<file path="src/rtl/rename_bank_table.sv">
module rename_bank_table #(
  parameter int NREG  = 8,
  parameter int NBANK = 4,
  parameter int NSLOT = 4,
  parameter int DW    = 8
) (
  input  logic                                     clk,
  input  logic                                     rst_n,
  input  logic                                     iss_v,
  input  logic                                     iss_new,
  input  logic                                     iss_last,
  input  logic                                     iss_dst_v,
  input  logic [$clog2(NREG)-1:0]                  iss_dst,
  input  logic [$clog2(NREG)-1:0]                  iss_src,
  output logic [$clog2(NBANK)+$clog2(NSLOT)-1:0]   iss_tag,
  output logic                                     src_rdy,
  output logic [DW-1:0]                            src_val,
  output logic [$clog2(NBANK)+$clog2(NSLOT)-1:0]   src_tag,
  output logic                                     can_open,
  input  logic                                     bc_v,
  input  logic [$clog2(NBANK)+$clog2(NSLOT)-1:0]   bc_tag,
  input  logic [DW-1:0]                            bc_val,
  input  logic                                     flush_v,
  input  logic [$clog2(NBANK)-1:0]                 flush_bank,
  output logic                                     commit_v,
  output logic [$clog2(NBANK)-1:0]                 commit_bank
);
  localparam int RW = $clog2(NREG);
  localparam int BW = $clog2(NBANK);
  localparam int SW = $clog2(NSLOT);
  localparam int TW = BW + SW;

  logic [NREG-1:0] wr  [NBANK];
  logic [NREG-1:0] rdy [NBANK];
  logic [SW-1:0]   slt [NBANK][NREG];
  logic [DW-1:0]   val [NBANK][NREG];
  logic [DW-1:0]   perm [NREG];
  logic [SW:0]     cnt  [NBANK];
  logic [SW:0]     done [NBANK];
  logic [NBANK-1:0] closed, kill;
  logic [BW-1:0]   head, tail;
  logic [BW:0]     nact;
  logic            open;

  // lookup: walk oldest to youngest, last hit wins
  logic          hit;
  logic [BW-1:0] hb, bi;
  always_comb begin
    hit = 1'b0;
    hb  = '0;
    bi  = '0;
    for (int i = 0; i < NBANK; i++) begin
      bi = head + BW'(i);
      if ((BW+1)'(i) < nact && wr[bi][iss_src]) begin
        hit = 1'b1;
        hb  = bi;
      end
    end
  end

  wire [SW-1:0] hs = slt[hb][iss_src];
  wire          hr = rdy[hb][iss_src];
  assign src_tag = {hb, hs};
  assign src_rdy = !hit || hr || (bc_v && bc_tag == {hb, hs});
  assign src_val = !hit ? perm[iss_src] : hr ? val[hb][iss_src] : bc_val;

  wire [BW-1:0] ib    = iss_new ? tail : tail - 1'b1;
  wire [SW-1:0] islot = iss_new ? '0 : cnt[ib][SW-1:0];
  assign iss_tag  = {ib, islot};
  assign can_open = nact != (BW+1)'(NBANK);

  wire [BW-1:0] bb = bc_tag[TW-1:SW];
  wire [SW-1:0] bs = bc_tag[SW-1:0];

  wire ret_ok = nact != '0 && closed[head] && done[head] == cnt[head] &&
                ((rdy[head] | ~wr[head]) == '1);
  assign commit_v    = ret_ok && !flush_v;
  assign commit_bank = head;

  wire [BW-1:0] age = flush_bank - head;
  for (genvar g = 0; g < NBANK; g++) begin : g_kill
    wire [BW-1:0] rel = BW'(g) - head;
    assign kill[g] = flush_v && rel >= age && {1'b0, rel} < nact;
  end

  wire opening = iss_v && iss_new;

  always_ff @(posedge clk) begin
    if (!rst_n) begin
      for (int r = 0; r < NREG; r++) perm[r] <= DW'(r);
      for (int b = 0; b < NBANK; b++) begin
        wr[b] <= '0; rdy[b] <= '0; cnt[b] <= '0; done[b] <= '0;
      end
      closed <= '0;
      head   <= '0;
      tail   <= '0;
      nact   <= '0;
      open   <= 1'b0;
    end else begin
      for (int b = 0; b < NBANK; b++)
        for (int r = 0; r < NREG; r++)
          if (bc_v && BW'(b) == bb && wr[b][r] && !rdy[b][r] && slt[b][r] == bs) begin
            rdy[b][r] <= 1'b1;
            val[b][r] <= bc_val;
          end
      if (bc_v) done[bb] <= done[bb] + 1'b1;

      if (flush_v) begin
        for (int b = 0; b < NBANK; b++)
          if (kill[b]) begin
            wr[b] <= '0; rdy[b] <= '0; cnt[b] <= '0; done[b] <= '0;
            closed[b] <= 1'b0;
          end
        tail <= flush_bank;
        nact <= {1'b0, age};
        open <= 1'b0;
      end else begin
        if (commit_v) begin
          for (int r = 0; r < NREG; r++)
            if (wr[head][r]) perm[r] <= val[head][r];
          wr[head] <= '0; rdy[head] <= '0; cnt[head] <= '0; done[head] <= '0;
          closed[head] <= 1'b0;
          head <= head + 1'b1;
        end
        if (iss_v) begin
          if (iss_new) begin
            if (open) closed[tail - 1'b1] <= 1'b1;
            tail      <= tail + 1'b1;
            open      <= 1'b1;
            cnt[tail] <= (SW+1)'(1);
          end else begin
            cnt[ib] <= cnt[ib] + 1'b1;
          end
          if (iss_dst_v) begin
            wr[ib][iss_dst]  <= 1'b1;
            rdy[ib][iss_dst] <= 1'b0;
            slt[ib][iss_dst] <= islot;
          end
          if (iss_last) begin
            closed[ib] <= 1'b1;
            open       <= 1'b0;
          end
        end
        nact <= nact + {{BW{1'b0}}, opening} - {{BW{1'b0}}, commit_v};
      end
    end
  end
endmodule

</file>
<file path="config.mk">
export PLATFORM = sky130hd
export DESIGN_NAME = rename_bank_table
export DESIGN_NICKNAME = d
export VERILOG_FILES = /design/src/rtl/rename_bank_table.sv
export SDC_FILE = /design/constraint.sdc
export NUM_CORES = 1
export LEC_CHECK = 0
export ABC_AREA = 1
export BUFFER_PORTS_ARGS = -buffer_cell sky130_fd_sc_hd__buf_2
export CAP_MARGIN = 10
export CORE_MARGIN = 4
export CORE_UTILIZATION = 60
export CTS_CLUSTER_SIZE = 28
export DETAILED_ROUTE_END_ITERATION = 6
export PLACE_DENSITY = 0.78
export SLEW_MARGIN = 20
export SYNTH_ARGS = -nofsm -noshare
export SYNTH_HDL_FRONTEND = slang
export SYNTH_SLANG_ARGS = --single-unit
</file>
<file path="constraint.sdc">
create_clock -name clk -period 5.3 [get_ports clk]
set_input_delay 0.795 -clock clk [delete_from_list [all_inputs] [get_ports clk]]
set_output_delay 0.795 -clock clk [all_outputs]
set_load 0.1 [all_outputs]
</file>
==> flow_summary_export.csv <==
group,metric,value,unit
status,status,"complete, but fails checks",
status,violations,"DRC",
clocking,clk_transition_reported_paths,0.06,ns
power,total_power,9.01,mW
die,initial_core_util,0.608,
die,ios,49,
placed_design,hpwl,64.7,mm
die,placement_rows,76,
synthesis,ys.flop_type,"edfxtp_1",
synthesis,synth_edf_count,396,
grt,grt_pass1_vias,22600,
synthesis,ys_async_sr_fraction,0,
drt,dr_total_vias,24100,
sta,clock_skew,0.0356,ns
clocking,clockRootBuffer,"clkbuf_16",
die,dieHeight,217,um
flow_run,drv_cap,0,
grt,grt_overflow_total,0,
drt,ant_nets,0,
worst_hold_path,hold_path_depth,2,
clocking,cts_buffers,51,
final_layout,syn_to_final_growth,11.7,%
sta,hold_slack,0.481,ns
drt,drc,1,
synthesis,netlist_top_cells_area,"edfxtp_1, nand2_1, nand3_1",
critical_path,cp-end-kind,"output pin",
die,core,0.0432,sq mm
critical_path,path_class,"flip-flop to output pin",
clocking,cts_tree,"built",
synthesis,synth_area_leader_cell,"edfxtp_1",
sta,setup_violations,0,
synthesis,avgSynthCellArea,8.74,sq um
synthesis,netlist_instances,3001,
drt,post_drt_via_cell_ratio,6.61,
final_layout,multi_input_area,0.0106,sq mm
critical_path,critPathRequiredTime,4.51,ns
synthesis,synth_common_cells,"nand2_1, edfxtp_1, nand3_1, inv_1, a21oi_1",
sta,hold_viol,0,
synthesis,synth.distinct_cells,49,
grt,antenna_found_initial,0,
clocking,clockBufferDepth,3,
die,die_area,0.0471,sq mm
drt,wire_per_inst,26.4,um
critical_path,crit_arrival,4.27,ns
final_layout,layout-drive-gt1-share,0.105,
drt,drtIter0Drc,4080,
sta,period_share,0.956,
synthesis,netlist.area_leader.share,0.453,
critical_path,worstSetupStartpointType,"flip-flop",
sta,slew-limit-headroom,0.182,
placed_design,gp_congestion,1.03,
synthesis,syn_nets,3055,
worst_hold_path,holdCritPathClass,"flip-flop to flip-flop",
sta,fin_tns_setup,0,ns
clocking,cts.sinks,486,
sta,timing.final.crit_period,5.07,ns
die,die_x,217,um
drt,finalWirelength,96.3,mm
power,leakage,11.0,nW
final_layout,final_nets,3068,
synthesis,synth-seq-cells,486,
placed_design,io_buffers,48,
final_layout,regArea,0.0137,sq mm
clocking,clkLatencyLatePin,0.62,ns
sta,worst_pin_slew,1.22,ns
final_layout,final_cells,3642,
synthesis,yosysSeqAreaShare,0.522,
grt,grt_pass1_wl,141,mm
power,power_density,308,mW/mm^2
synthesis,yosysMostFrequentCell,"nand2_1",
critical_path,crit_fanout,47,
power,ir_drop,361,uV
critical_path,reg2reg_depth,14,
synthesis,syn_area,0.0262,sq mm
clocking,htreeDepth,2,
synthesis,ys_warn_count,0,
placed_design,placedCellCount,3536,
sta,final_max_slew_viol_count,0,
sta,fmax,197,MHz
drt,drtPass1Iterations,7,
grt,grt_max_degree,107,
grt,track_usage,0.395,
final_layout,n_fill_cell,3414,
critical path, stage by stage (launching register included):
cell and delay, ns:
dfxtp_2 0.33, clkinv_1 0.09, ha_2 0.41, inv_4 0.12, nand3_1 0.11, nand3_1 0.08, nand3_1 0.11, nand3_1 0.11
a21oi_1 0.23, nand2_1 0.07, nand2_1 0.07, nand2_1 0.14, nand2_8 0.18, buf_16 0.20, buf_12 0.24, nand2_1 0.07
o21ai_0 0.09, nand2_1 0.08, nand3_1 0.12, nand3_1 0.10, nand3_1 0.21, nand2_1 0.08, nand2_1 0.07, nand3_1 0.08
nand2_2 0.10, buf_12 0.17
power breakdown:
| group | internal [mW] | switching, mW | total, mW | leakage (nW) |
|---|---|---|---|---|
| Clock | 1.98 | 1.53 | 3.51 | 0.797 |
| Combinational | 0.370 | 0.936 | 1.31 | 5.80 |
| Sequential | 4.17 | 0.0273 | 4.20 | 4.39 |
| Total | 6.52 | 2.49 | 9.01 | 11.0 |
kinds of logic (layout without fill, tap and decap cells):
group           after synthesis  count (layout)  share of synthesized area
compound gates              629             629                      0.149
xor+xnor                     69              69                     0.0230
fa+ha+maj                    26              26                     0.0127
buf+inv                     506             560                     0.0798
flops                       486             486                      0.522
other cells                   0               1                          0
simple gates               1285            1286                      0.213
placed cells by master, fill, tap and decap left out, drive strengths merged, types with 6 or more instances in the layout:
master	n
clkbuf	77
or2	6
o21ai	179
nor2	160
o211ai	88
a211oi	9
nand4	26
nor3	46
o22ai	26
o21bai	6
o221ai	10
xnor2	31
a31o	9
nor4	25
inv	309
xor2	38
nand2	632
dfxtp	90
edfxtp	396
buf	148
ha	25
a21oi	232
a221oi	55
clkinv	22
nand3	382
path summary, 6_finish.rpt:
check                               from                       end  slack (ns)
min reg2reg            open$_SDFFE_PP0P_         open$_SDFFE_PP0P_        0.48
min                    open$_SDFFE_PP0P_         open$_SDFFE_PP0P_        0.48
max reg2reg                    flip-flop  perm[4][6]$_SDFFCE_PN0P_        0.88
max          commit_bank[1]$_SDFFE_PN0P_                src_val[6]        0.23
cell type report:
cell class                 instances  share of cell area
clock buffer                      73              0.0501
inverter                         313              0.0405
clock inverter                    22             0.00551
timing repair buffer             152              0.0490
sequential                       486               0.468
multi-input combinational       2010               0.362
antenna                            1           0.0000854
tap                              585              0.0250
registers in the layout, indices dropped and copies added, names as in the netlist, named ones only:
register / flops
perm: 64
wr: 32
done: 12
closed: 4
commit_bank: 2
open: 1
tail: 2
rdy: 32
val: 256
slt: 64
cnt: 12
nact: 3
routing by layer:
metal  vias up  global-route usage  share of wire
li1      10500                   -              -
met4         0               0.233          0.074
met2      1830               0.624           0.46
met5         -                   0              0
met3       390              0.0676           0.11
met1     11300               0.516           0.36
through the flow:
step           cell area (sq um)  utilization  worst slack (ns)
2_1_floorplan              26300            -            0.0457
3_3_place_gp               27400        0.635             0.493
3_5_place_dp               27400        0.635             0.433
4_1_cts                    29000        0.673            0.0497
5_1_grt                    29300        0.678          -0.00895
6_report                   29300        0.679             0.234
repair_timing:
item / in CTS / in global routing
resized for setup: 1 / 22
pin swaps: 0 / 3
buffers inserted: 0 / 5
cloned: 0 / 5
hold buffers: 0 / 0
setup endpoints to repair: 3 / 11
(Power assumes the default switching activity.)
